--- src/rtl/irq_steer_pkg.sv ---
package irq_steer_pkg;
  localparam int BUS_W = 32;
  localparam int ADDR_W = 3;

  typedef enum logic [ADDR_W-1:0] {
    RA_MASK   = 3'd0,
    RA_ROUTE  = 3'd1,
    RA_WAKE   = 3'd2,
    RA_CTRL   = 3'd3,
    RA_RAW    = 3'd4,
    RA_MASKED = 3'd5,
    RA_INDEX  = 3'd6,
    RA_SPARE  = 3'd7
  } reg_addr_e;

  function automatic logic is_writable(reg_addr_e a);
    return (a == RA_MASK) || (a == RA_ROUTE) || (a == RA_WAKE) || (a == RA_CTRL);
  endfunction
endpackage

--- src/rtl/irq_cfg_regs.sv ---
module irq_cfg_regs
  import irq_steer_pkg::*;
#(
  parameter int NLINES = 32,
  parameter int WAKE_W = 10
) (
  input  logic              clk,
  input  logic              rst,
  input  logic              we,
  input  reg_addr_e         addr,
  input  logic [BUS_W-1:0]  wdata,
  output logic [NLINES-1:0] mask_q,
  output logic [NLINES-1:0] route_q,
  output logic [WAKE_W-1:0] wake_en_q,
  output logic              ctrl_q
);
  always_ff @(posedge clk) begin
    if (rst) begin
      mask_q    <= '0;
      route_q   <= '0;
      wake_en_q <= '0;
      ctrl_q    <= 1'b0;
    end else if (we) begin
      case (addr)
        RA_MASK:  mask_q    <= wdata[NLINES-1:0];
        RA_ROUTE: route_q   <= wdata[NLINES-1:0];
        RA_WAKE:  wake_en_q <= wdata[WAKE_W-1:0];
        RA_CTRL:  ctrl_q    <= wdata[0];
        default:  ;
      endcase
    end
  end

  assert_reset_cfg_R1: assert property (@(posedge clk)
    $past(rst) |-> (mask_q == '0 && route_q == '0 && wake_en_q == '0 && !ctrl_q));

  assert_ro_write_R11: assert property (@(posedge clk) disable iff (rst)
    (we && !is_writable(addr)) |=> ($stable(mask_q) && $stable(route_q) &&
                                    $stable(wake_en_q) && $stable(ctrl_q)));
endmodule

--- src/rtl/irq_route.sv ---
module irq_route #(
  parameter int NLINES   = 32,
  parameter int NLOW     = 8,
  parameter int RTC_LINE = 20,
  parameter int WAKE_W   = NLOW + 2
) (
  input  logic              clk,
  input  logic              rst,
  input  logic [NLINES-1:0] req_i,
  input  logic [NLINES-1:0] mask_i,
  input  logic [NLINES-1:0] route_i,
  input  logic [WAKE_W-1:0] wake_en_i,
  input  logic              ctrl_i,
  output logic [NLINES-1:0] pend_q,
  output logic [NLINES-1:0] masked_o,
  output logic [NLINES-1:0] norm_vec_o,
  output logic              norm_q,
  output logic              fast_q,
  output logic              wake_q
);
  logic [NLINES-1:0] fast_vec;
  logic [WAKE_W-1:0] wake_src;

  always_ff @(posedge clk) begin
    if (rst) pend_q <= '0;
    else     pend_q <= req_i;
  end

  assign masked_o   = pend_q & mask_i;
  assign norm_vec_o = masked_o & ~route_i;
  assign fast_vec   = masked_o & route_i;

  generate
    for (genvar g = 0; g < NLOW; g++) begin : g_low_wake
      assign wake_src[g] = pend_q[g];
    end
  endgenerate
  assign wake_src[NLOW]   = pend_q[NLOW];
  assign wake_src[NLOW+1] = pend_q[RTC_LINE];

  always_ff @(posedge clk) begin
    if (rst) begin
      norm_q <= 1'b0;
      fast_q <= 1'b0;
      wake_q <= 1'b0;
    end else begin
      norm_q <= ctrl_i & (|norm_vec_o);
      fast_q <= ctrl_i & (|fast_vec);
      wake_q <= |(wake_src & wake_en_i);
    end
  end

  assert_pend_follows_R3: assert property (@(posedge clk) disable iff (rst)
    !$past(rst) |-> (pend_q == $past(req_i)));

  assert_ctrl_gate_R6: assert property (@(posedge clk) disable iff (rst)
    !ctrl_i |=> (!norm_q && !fast_q));

  assert_wake_needs_enable_R8: assert property (@(posedge clk) disable iff (rst)
    (wake_en_i == '0) |=> !wake_q);

  assert_mask_blocks_R4: assert property (@(posedge clk) disable iff (rst)
    (mask_i == '0) |=> (!norm_q && !fast_q));
endmodule

--- src/rtl/irq_prio_enc.sv ---
module irq_prio_enc #(
  parameter int NLINES = 32,
  parameter int IDX_W  = $clog2(NLINES + 1)
) (
  input  logic              clk,
  input  logic              rst,
  input  logic [NLINES-1:0] vec_i,
  output logic [IDX_W-1:0]  idx_q
);
  logic [IDX_W-1:0] idx_n;

  always_comb begin
    idx_n = IDX_W'(NLINES);
    for (int i = NLINES - 1; i >= 0; i--) begin
      if (vec_i[i]) idx_n = IDX_W'(i);
    end
  end

  always_ff @(posedge clk) begin
    if (rst) idx_q <= IDX_W'(NLINES);
    else     idx_q <= idx_n;
  end

  assert_idx_range_R7: assert property (@(posedge clk) disable iff (rst)
    idx_q <= IDX_W'(NLINES));
endmodule

--- src/rtl/irq_steer_ctrl.sv ---
module irq_steer_ctrl
  import irq_steer_pkg::*;
#(
  parameter int NLINES   = 32,
  parameter int NLOW     = 8,
  parameter int RTC_LINE = 20
) (
  input  logic              clk,
  input  logic              rst,
  input  logic [NLINES-1:0] req_i,
  input  logic              bus_we,
  input  logic [ADDR_W-1:0] bus_addr,
  input  logic [BUS_W-1:0]  bus_wdata,
  output logic [BUS_W-1:0]  bus_rdata,
  output logic              irq_norm_o,
  output logic              irq_fast_o,
  output logic              wake_o
);
  localparam int WAKE_W = NLOW + 2;
  localparam int IDX_W  = $clog2(NLINES + 1);

  reg_addr_e         addr_e;
  logic [NLINES-1:0] mask_q, route_q, pend_q, masked, norm_vec;
  logic [WAKE_W-1:0] wake_en_q;
  logic              ctrl_q;
  logic [IDX_W-1:0]  idx_q;
  logic [BUS_W-1:0]  rdata_n;

  assign addr_e = reg_addr_e'(bus_addr);

  irq_cfg_regs #(.NLINES(NLINES), .WAKE_W(WAKE_W)) u_cfg (
    .clk(clk), .rst(rst), .we(bus_we), .addr(addr_e), .wdata(bus_wdata),
    .mask_q(mask_q), .route_q(route_q), .wake_en_q(wake_en_q), .ctrl_q(ctrl_q)
  );

  irq_route #(.NLINES(NLINES), .NLOW(NLOW), .RTC_LINE(RTC_LINE), .WAKE_W(WAKE_W)) u_route (
    .clk(clk), .rst(rst), .req_i(req_i), .mask_i(mask_q), .route_i(route_q),
    .wake_en_i(wake_en_q), .ctrl_i(ctrl_q), .pend_q(pend_q), .masked_o(masked),
    .norm_vec_o(norm_vec), .norm_q(irq_norm_o), .fast_q(irq_fast_o), .wake_q(wake_o)
  );

  irq_prio_enc #(.NLINES(NLINES), .IDX_W(IDX_W)) u_prio (
    .clk(clk), .rst(rst), .vec_i(norm_vec), .idx_q(idx_q)
  );

  always_comb begin
    case (addr_e)
      RA_MASK:   rdata_n = BUS_W'(mask_q);
      RA_ROUTE:  rdata_n = BUS_W'(route_q);
      RA_WAKE:   rdata_n = BUS_W'(wake_en_q);
      RA_CTRL:   rdata_n = BUS_W'(ctrl_q);
      RA_RAW:    rdata_n = BUS_W'(pend_q);
      RA_MASKED: rdata_n = BUS_W'(masked);
      RA_INDEX:  rdata_n = BUS_W'(idx_q);
      default:   rdata_n = '0;
    endcase
  end

  always_ff @(posedge clk) begin
    if (rst) bus_rdata <= '0;
    else     bus_rdata <= rdata_n;
  end

  assert_norm_has_index_R7: assert property (@(posedge clk) disable iff (rst)
    irq_norm_o |-> (idx_q != IDX_W'(NLINES)));

  assert_outputs_reset_R1: assert property (@(posedge clk)
    $past(rst) |-> (!irq_norm_o && !irq_fast_o && !wake_o));
endmodule

--- config.mk ---
export PLATFORM = sky130hd
export DESIGN_NAME = irq_steer_ctrl
export DESIGN_NICKNAME = d
export VERILOG_FILES = /design/src/rtl/irq_steer_pkg.sv /design/src/rtl/irq_cfg_regs.sv /design/src/rtl/irq_route.sv /design/src/rtl/irq_prio_enc.sv /design/src/rtl/irq_steer_ctrl.sv
export SDC_FILE = /design/constraint.sdc
export NUM_CORES = 1
export LEC_CHECK = 0
export BUFFER_PORTS_ARGS = -buffer_cell sky130_fd_sc_hd__buf_2
export CORE_ASPECT_RATIO = 1.4
export CORE_MARGIN = 8
export CORE_UTILIZATION = 50
export DETAILED_ROUTE_END_ITERATION = 12
export PLACE_DENSITY = 0.74
export SETUP_SLACK_MARGIN = 0.3
export SLEW_MARGIN = 15
export SYNTH_ARGS = -nofsm -noshare
export SYNTH_HDL_FRONTEND = slang
export SYNTH_HIERARCHICAL = 1
export SYNTH_SLANG_ARGS = --single-unit
--- constraint.sdc ---
create_clock -name clk -period 1.7 [get_ports clk]
set_input_delay 0.34 -clock clk [delete_from_list [all_inputs] [get_ports clk]]
set_output_delay 0.34 -clock clk [all_outputs]
set_load 0.05 [all_outputs]
Yosys cells after proc, flatten, opt, wreduce, memory -nomap -nowiden
Cells that the tools add are included.

word-level totals
  register bits = 148
  bits of input ports = 70
  output and inout bits = 35
  word-level logic and storage cells = 74

operators by class
  equal/unequal tests = 6
  multiplexer cells = 33
  bitwise gates (word level) = 7
  reductions and logical operators = 13

operator list
  cell                count
  $pmux 32 s7         1
  $mux 6              32
  $and 32x32->32      3
  $reduce_or 32->1    2
  $not 32->32         1
  $reduce_or 17->1    1
  $and 10x10->10      1
  $reduce_or 10->1    1
  $eq 3x3->1 const B  3
  $reduce_or 9->1     1
  $reduce_and 2->1    4
  $eq 3x2->1 const B  2
  $reduce_or 5->1     1
  $eq 3x1->1 const B  1
  $logic_not 3->1     1
  $reduce_or 3->1     1
  $and 1x1->1         2
  $reduce_or 2->1     1

Longest topological paths before layout
Gate-level depths: netlist (run 1).

  depth after elaboration = 34
  mapped depth = 7

By module
The synthesis (run 1) kept the hierarchy.

by module, submodules not included
  module          times used  cells an instance  area an instance (um^2)  sequential area each (um^2)
  irq_cfg_regs    1           283                3098.0                   1501.4
  irq_steer_ctrl  1           194                2049.5                   640.6
  irq_route       1           210                1776.7                   700.7
  irq_prio_enc    1           73                 524.3                    120.1

Worst setup path after synthesis (run 1)
No wires, ideal clock.

  path kind = register to register
  from = register u_cfg.mask_q[12]
  to = register u_prio.idx_q[0]
  library setup time = 0.135 ns
  data arrival time = 1.425 ns
  data required time = 1.565 ns
  slack = 0.140 ns
  stages on the path, launching flop included = 7
  path buffers = 0
  path through = dfxtp_1 -> and2_4 -> nor2b_1 -> a21oi_1 -> o21a_1 -> a2111oi_2 -> a2111oi_2

between the ends
  cells in the longest elaborated chain, start to end = 14

ends and longest elaborated chain
  element                 RTL line              source
  start, declared         irq_cfg_regs.sv:12    output logic [NLINES-1:0] mask_q,
  start signal, assigned  irq_cfg_regs.sv:25    RA_MASK: mask_q <= wdata[NLINES-1:0];
  $and 32x32->32          irq_route.sv:29       assign masked_o = pend_q & mask_i;
  net masked[12]          irq_steer_ctrl.sv:23  logic [NLINES-1:0] mask_q, route_q, pend_q, masked, norm_vec;
  $and 32x32->32          irq_route.sv:30       assign norm_vec_o = masked_o & ~route_i;
  net norm_vec[12]        irq_steer_ctrl.sv:23
  $mux 6 (12 in a row)    irq_prio_enc.sv:15    if (vec_i[i]) idx_n = IDX_W'(i);
  end signal, assigned    irq_prio_enc.sv:20    if (rst) idx_q <= IDX_W'(NLINES);
  end signal, assigned    irq_prio_enc.sv:21    else idx_q <= idx_n;
  end, declared           irq_prio_enc.sv:8     output logic [IDX_W-1:0] idx_q

The timed path passes the listed nets, and every way through them passes these cells.
A chain may end at the register's enable or synchronous reset.

Worst setup path in the final report (run 1)
  from = register u_route.pend_q[24]
  to = register u_prio.idx_q[0]

between the ends
  cells in the longest elaborated chain, start to end = 26

ends and longest elaborated chain
  element                 RTL line              source
  start, declared         irq_route.sv:14       output logic [NLINES-1:0] pend_q,
  start signal, assigned  irq_route.sv:26       else pend_q <= req_i;
  $and 32x32->32          irq_route.sv:29
  $and 32x32->32          irq_route.sv:30
  net norm_vec[24]        irq_steer_ctrl.sv:23
  $mux 6 (24 in a row)    irq_prio_enc.sv:15

The timed path passes the listed nets, and every way through them passes these cells.

==> results.md, run 1 <==
* Run status: finished, violations left
* Failing checks: negative setup slack
* RSZ-0062 raised after global routing: yes
* Cell accounting for the most synthesized area: dfxtp_1
* Largest delay contributor family on the critical path: compound AO/OA/AOI/OAI gates
* Final setup vio count at 1
* Mapped Area at around 0.0074 mm^2
* Clk slew on worst S/H paths at 60 ps
* GPL Wtd Cong at about 0.95
* Synth top area share at 39.8%
* Crit path kind: flop to flop
* Period utilization at 104%
* CP Max Fanout at 3
* Yosys cell types at 65
* VDD IR max at between 0.0005 and 0.0006 V
* Pin count of the biggest net entering global routing at 53
* Dpl hpwl at 15.0 mm
* FILL cells at between 1,000 and 1,500
* Drt via density at approximately 5.6
* Final ANT Viol Nets at 0
* Via count at 6,310
* CTS Buf Count at 17
* Leakage at about 0.0043 uW
* Crit-path cells: nand3b_1, inv_1, inv_1, a2111oi_0, o31ai_1, o2111ai_1, a2111oi_2
* Pwr/cell area at ~880 mW/mm^2
* Synthesized instance count at 760
* Share of layout cells above drive strength 1 at 31.9%
* CTS tree: done
* Async S/R FF share, synth at 0%
* Die Area at around 0.019 mm^2
* GRT Overall Usage at approximately 22%
* Setup crit end kind: flop
* Clock Sinks at 148
* DIE WIDTH at around 120 um
* R2r worst-path depth at 7
* Max_cap viols at 0
* Reg-to-Reg End: u_prio/idx_q[0]
* Pins Over Slew Limit at 0
* Vias in the first global route at about 6,400
* Slew headroom at 60.9%
* Die H at 160 um
* Worst Tran Pin Value at 571 ps
* Worst hold endpoint: u_route/pend_q[7]
* Total Routed Length at approximately 21 mm
* Clock latency on the worst-skew pair at approximately 430 ps
* Mapped Nets at 830
* Ys Warns at 6
* Worst path required time at approximately 2000 ps
* Final worst setup slack at -65.1 ps
* Crit path largest cell delay at 560 ps
* Longest Clk Path Bufs at 2
* Flop2flop setup slack at -70 ps
* Worst Hold Class: primary input to flop
* Row cnt at 53
* Multi-input gate area at 0.00422 mm^2
* Nets at 987
* Largest cells by area after synthesis: dfxtp_1 40%, mux2i_1 16%, nand2b_1 9.2%
* Register area at 0.00298 mm^2
* Initial detailed-routing violation count at ~420
* Final hold slack at about 120 ps
* DP Area at between 0.008 and 0.009 mm^2
* Fin crit period at roughly 1800 ps
* RR Startpoint: u_route/pend_q[24]
* Slowest CP cell: a2111oi_0
* WL per Instance at 18.8 um
* Layout area overhead at 25.7%
* Initial antenna violation count at 0
* Drt drc at 0
* Ant diodes at 0
* Top FF cell, synth: dfxtp_1
* IO Pins at 105
* Sequential share of the synthesized area at between 30 and 40%
* Core area at around 0.015 mm^2
* Hold Buf Count CTS at 0
* First-pass GRT wire length at approximately 33 mm
* Initial Util at approximately half
* Hold Crit Start: req_i[7]
* Final TNS setup at -65.1 ps
* Post-synth EDFFs at 0
* CP most frequent cell: inv_1
* First drt pass iteration count at 7
* Remaining Overflow, GRT at 0
* Number of hold violations in the final report at 0
* Avg Synthesized Cell Area at between 9 and 10 um^2
* H-Tree Depth at 4
* Fmax at 0.567 GHz
* Post-route cell area at around 0.0094 mm^2
* CP Launch Type: flop
* Worst hold stages at 2
* WP buf/inv at 2
* Arrival @ worst endpoint at between 2000 and 2500 ps
* CTS root buf: clkbuf_16
* Port bufs at between 100 and 150
* Final Skew at between 15 and 20 ps
* #FFs+latches synth at 148
-- worst reg2reg max path: cells and delay by family, from the launching register on --
| family | cells | cell delay (ps) |
|---|---|---|
| compound gates | 4 | 950 |
| buf+inv | 2 | 150 |
| flops | 1 | 380 |
| simple gates | 1 | 160 |
-- routing by layer --
metal	GRT usage [%]	wire (um)
met5	0	0
met3	4.71	1230
met2	38.0	10700
met4	12.1	924
met1	23.3	8230
-- state kept, by name, indices dropped and copies added, names as in the netlist --
| register | cells |
|---|---|
| bus_rdata | 32 |
| u_cfg/ctrl_q | 1 |
| u_cfg/mask_q | 32 |
| u_cfg/route_q | 32 |
| u_cfg/wake_en_q | 10 |
| u_prio/idx_q | 6 |
| u_route/fast_q | 1 |
| u_route/norm_q | 1 |
| u_route/pend_q | 32 |
| u_route/wake_q | 1 |
-- kinds of logic (layout without fill, tap and decap cells) --
kind of cell / Yosys count / after routing / synth area share (%)
muxes: 135 / 135 / 19.0
buffers and inverters: 74 / 244 / 5.54
DFF: 148 / 148 / 39.8
AOI/OAI and AO/OA: 89 / 89 / 9.71
and+or+nand+nor: 314 / 314 / 25.9
-- worst max-delay path by stage --
stage                      endpoint  slack (ps)  cells after the start               start
floorplan           u_prio/idx_q[0]         170                      7    u_cfg/mask_q[31]
global placement    u_prio/idx_q[5]          30                      4   u_cfg/route_q[22]
detailed placement  u_prio/idx_q[0]          50                      7    u_cfg/mask_q[11]
CTS                 u_prio/idx_q[0]           6                      7  u_route/pend_q[29]
global route        u_prio/idx_q[2]        -120                      8   u_cfg/route_q[27]
finish              u_prio/idx_q[0]         -70                      7  u_route/pend_q[24]
-- layout make-up --
type / instances / share of cell area, %
clock buffer: 18 / 4.69
timing repair buffer: 180 / 12.9
clock inverter: 14 / 1.64
multi-input combinational: 538 / 45.0
sequential: 148 / 31.8
inverter: 32 / 1.28
tap: 192 / 2.57
-- per-stage QoR --
| step | utilization (%) | total power [uW] | instances | worst slack, ps |
|---|---|---|---|---|
| floorplan | - | 4220 | 760 | 166 |
| global placement | 57.5 | 4500 | 1073 | 28.9 |
| detailed placement | 57.5 | 4510 | 1073 | 45.8 |
| CTS | 62.2 | 8220 | 1113 | 6.10 |
| global route | 63.3 | 8500 | 1122 | -117 |
| finish | 63.3 | 8220 | 1122 | -65.1 |
-- synthesized netlist by cell type, types with 2 or more instances --
cell type / count
o22ai_1: 4
o22a_1: 21
or4_4: 2
a21oi_1: 8
nor4_1: 9
nand3b_1: 15
buf_2: 12
mux4_2: 3
or4_1: 2
nand4_1: 7
nand3_1: 17
a221oi_2: 3
inv_1: 31
a22oi_1: 19
buf_8: 2
nor3_1: 14
a2111oi_2: 2
o32ai_1: 4
a221oi_1: 5
and4_1: 2
nor2b_1: 38
buf_6: 5
buf_4: 3
o31a_1: 2
mux2_2: 8
nor2_1: 40
o2111ai_1: 2
nand2_1: 14
nand2b_1: 110
clkbuf_1: 17
nor2b_4: 3
and2_1: 16
dfxtp_1: 148
a22o_1: 2
nor4_2: 3
mux2i_1: 120
and2_4: 8
mux2_4: 4
nand4bb_1: 2
o21ai_1: 3
buf_12: 3
a31oi_1: 4
-- power breakdown --
part	leakage [uW]	total (uW)	internal, uW	switching (uW)
clock	0.000283	3760	2210	1540
sequential	0.00121	3660	3570	84.7
combinational	0.00276	809	385	424
total	0.00425	8220	6170	2050
-- cells in the final DEF (no fill, tap or decap), types with 19 or more instances in the layout --
cell and instances:
dfxtp_1 133, mux2i_1 120, nand2b_1 110, buf_2 101, buf_4 70, nor2_1 36
nor2b_1 34, inv_1 28, o22a_1 21, a22oi_1 19
-- repair_timing --
action / CTS / global route
resized for setup: 18 / 25
pin swaps: 5 / 7
buffers inserted: 8 / 9
endpoints found under the setup margin: 7 / 7
No activity file was read; power rests on OpenSTA's default activity.
==> inputs of run 2 (changes only) <==
--- a/config.mk
+++ b/config.mk
@@ -5,15 +5,14 @@
 export SDC_FILE = /design/constraint.sdc
 export NUM_CORES = 1
 export LEC_CHECK = 0
-export BUFFER_PORTS_ARGS = -buffer_cell sky130_fd_sc_hd__buf_2
+export BUFFER_PORTS_ARGS = -buffer_cell sky130_fd_sc_hd__buf_4
 export CORE_ASPECT_RATIO = 1.4
 export CORE_MARGIN = 8
 export CORE_UTILIZATION = 50
 export DETAILED_ROUTE_END_ITERATION = 12
-export PLACE_DENSITY = 0.74
+export PLACE_DENSITY = 0.75
 export SETUP_SLACK_MARGIN = 0.3
 export SLEW_MARGIN = 15
 export SYNTH_ARGS = -nofsm -noshare
 export SYNTH_HDL_FRONTEND = slang
-export SYNTH_HIERARCHICAL = 1
 export SYNTH_SLANG_ARGS = --single-unit
==> results.md, run 2 <==
* Yosys cell types at 51 (-22%)
* CTS root buf: clkbuf_16
* Clock Sinks at 148 (unchanged)
* Synthesized instance count at 758 (-0.26%)
* Most common cell after layout, fill and taps aside: nand2_1
* Internal power at 6030 uW (-2.3%)
* WL per Instance at 19.5 um (+3.7%)
* RSZ-0062 raised after global routing: yes
* #FFs+latches synth at 148 (unchanged)
* Via count at 6,113 (-3.1%)
* Fmax at 0.606 GHz (+7.0%)
* Final worst setup slack at 50.9 ps (+116 ps)
* Ys Warns at 0 (-6)
* Net Sw Power at 2060 uW (+0.30%)
* Total Routed Length at 20.3 mm (-3.9%)
* Nets at 947 (-4.1%)
* H-Tree Depth at 4 (unchanged)
* Worst path required time at 2050 ps (+60 ps)
* Multi-input gate area at 0.00308 mm^2 (-27%)
* Most frequent cells in the layout: 161 x nand2_1, 141 x dfxtp_1, 140 x buf_4, 109 x a21oi_1, 40 x nor2b_1
* Die Area at 0.0164 mm^2 (-14%)
* Hold Buf Count CTS at 0 (unchanged)
* Initial detailed-routing violation count at 513 (+21%)
* Hold Crit Start: req_i[4]
* Run status: complete, no violations
* Post-route cell area at 0.00806 mm^2 (-14%)
* Mapped Nets at 828 (-0.24%)
* Clk slew on worst S/H paths at 70 ps (about the same)
* Reg-to-Reg End: u_prio.idx_q[5]
* Top FF cell, synth: dfxtp_1
* Period utilization at 97.0% (-6.8 points)
* Final Skew at 12.5 ps (-2.72 ps)
* Largest cells by area after synthesis: dfxtp_1 47%, nand2_1 9.7%, a21oi_1 8.8%
* Drt drc at 0 (unchanged)
* Cell accounting for the most synthesized area: dfxtp_1
* Initial Util at 51.0% (+0.63 points)
* Mapped Area at 0.00628 mm^2 (-16%)
* Remaining Overflow, GRT at 0 (unchanged)
* VDD IR max at 0.000564 V (-2.7%)
* Max_cap viols at 0 (unchanged)
* Fin crit period at 1650 ps (-116 ps)
* First drt pass iteration count at 5 (-2)
* Register area at 0.00297 mm^2 (-0.34%)
* Post-synth EDFFs at 0 (unchanged)
* Crit path kind: flop to flop
* CTS Buf Count at 17 (unchanged)
* CP Launch Type: flop
* Initial antenna violation count at 0 (unchanged)
* CTS tree: done
* Synth top area share at 47.2% (+7.4 points)
* Sequential cell fraction of total power at 45.4% (+0.9 points)
* Layout area overhead at 28.4%
* Worst hold stages at 2 (unchanged)
* Ant diodes at 0 (unchanged)
* DP Area at 0.00740 mm^2 (-13%)
* Pre-CTS setup slack at 66.1 ps (+20.3 ps)
* Worst Hold Class: primary input to flop
* Pwr Total at 8090 uW (-1.7%)
* Sw Share at 25.4% (+0.50 points)
* DIE WIDTH at 111 um (-7.1%)
* Clock latency on the worst-skew pair at 420 ps (about the same)
* Share of layout cells above drive strength 1 at 25.7% (-6.2 points)
* Sequential share of the synthesized area at 47.2% (+7.4 points)
* Async S/R FF share, synth at 0% (unchanged)
* GPL Wtd Cong at 0.892 (-5.7%)
* Pin count of the biggest net entering global routing at 77 (+45%)
* CP Max Fanout at 3 (unchanged)
* Arrival @ worst endpoint at 2000 ps (-60 ps)
* Worst Tran Pin Value at 762 ps (+191 ps)
* Clock Power Share at 45.0% (-0.7 points)
* Drt via density at 5.88 (+4.5%)
* Longest Clk Path Bufs at 2 (unchanged)
* Row cnt at 48 (-9.4%)
* GRT Overall Usage at 24.0% (+2.4 points)
* Setup crit end kind: flop
* Avg Synthesized Cell Area at 8.28 um^2 (-15%)
* Slew headroom at 49.2% (-12 points)
* Core area at 0.0123 mm^2 (-17%)
* Die H at 149 um (-7.4%)
* Vias in the first global route at 6,110 (-4.2%)
* Port bufs at 104 (unchanged)
* RR Startpoint: u_cfg.route_q[8]
* Count leader, synth: nand2_1
* Leakage at 0.00326 uW (-23%)
* Number of hold violations in the final report at 0 (unchanged)
* Final TNS setup at 0 ps (+65.1 ps)
* Dpl hpwl at 14.6 mm (-2.7%)
* Final setup vio count at 0 (-1)
* IO Pins at 105 (unchanged)
* Final ANT Viol Nets at 0 (unchanged)
* R2r worst-path depth at 5 (-2)
* Pins Over Slew Limit at 0 (unchanged)
* First-pass GRT wire length at 31.7 mm (-3.3%)
* Flop2flop setup slack at 50 ps (+120 ps)
* Pwr/cell area at 1000 mW/mm^2 (+14%)
* Worst hold endpoint: u_route.pend_q[4]
* Post-synth top cells: 162 x nand2_1, 148 x dfxtp_1, 110 x a21oi_1
* Combinational Power Share at 9.6% (-0.2 points)
* FILL cells at 1,015 (-15%)
* Final hold slack at 126 ps (+1.52 ps)
-- run 2: routing by layer --
metal / global-route usage, % / share of wire [%] / vias up
met5: 0 / 0 / -
met4: 13.5 / 4.8 / 0
met1: 25.2 / 37 / 2911
met2: 43.6 / 52 / 253
li1: - / - / 2883
met3: 4.72 / 5.4 / 66
-- run 2: logic make-up after synthesis --
family          Yosys count  synth area share (%)
mux                       7                  1.18
simple gates            343                  27.7
xor+xnor                  1                 0.140
buf+inv                  69                  4.56
compound gates          190                  19.3
flops                   148                  47.2
-- run 2: power by group through the flow --
stage	sequential, uW	clock, uW	combinational (uW)
after global routing	3680	3810	826
after floorplan	3810	0	335
after global placement	3740	0	743
after detailed placement	3740	0	756
final	3670	3640	774
after CTS	3670	3660	765
-- run 2: what timing repair did --
item | in CTS | in global routing
buffers inserted | 4 | 2
setup endpoints to repair | 7 | 8
resized for setup | 6 | 11
pin swaps | 1 | 5
-- run 2: worst max path at each step --
stage / from / end / slack (ps) / depth (start not counted)
6_report: u_cfg.route_q[8] / u_prio.idx_q[5] / 50 / 5
5_1_grt: u_cfg.route_q[8] / u_prio.idx_q[5] / -4 / 5
3_5_place_dp: u_cfg.route_q[9] / u_route.norm_q / 70 / 5
2_1_floorplan: u_cfg.route_q[9] / u_route.norm_q / 150 / 5
3_3_place_gp: u_cfg.route_q[9] / u_route.norm_q / 110 / 5
4_1_cts: u_cfg.route_q[8] / u_prio.idx_q[5] / 80 / 5
-- run 2: worst max-delay path, cell delays in order (launching register included) --
cell and delay, ps:
dfxtp_2 330, and3b_2 220, or4_4 550, nand2b_4 180
nor3_4 140, a31o_1 160
-- run 2: layout make-up --
type                    count  share of cell area, %
inverters                  23                   1.07
multi-input cells         541                   38.2
repair buffers            146                   14.4
clock buffers              20                   5.67
clock inverters            12                   1.47
flip-flops and latches    148                   36.9
well taps                 150                   2.33
-- run 2: metrics by stage --
step / cells / utilization (%)
CTS: 1038 / 65.1
global route: 1040 / 65.5
global placement: 1002 / 60.1
finish: 1040 / 65.5
detailed placement: 1002 / 60.1
floorplan: 758 / -
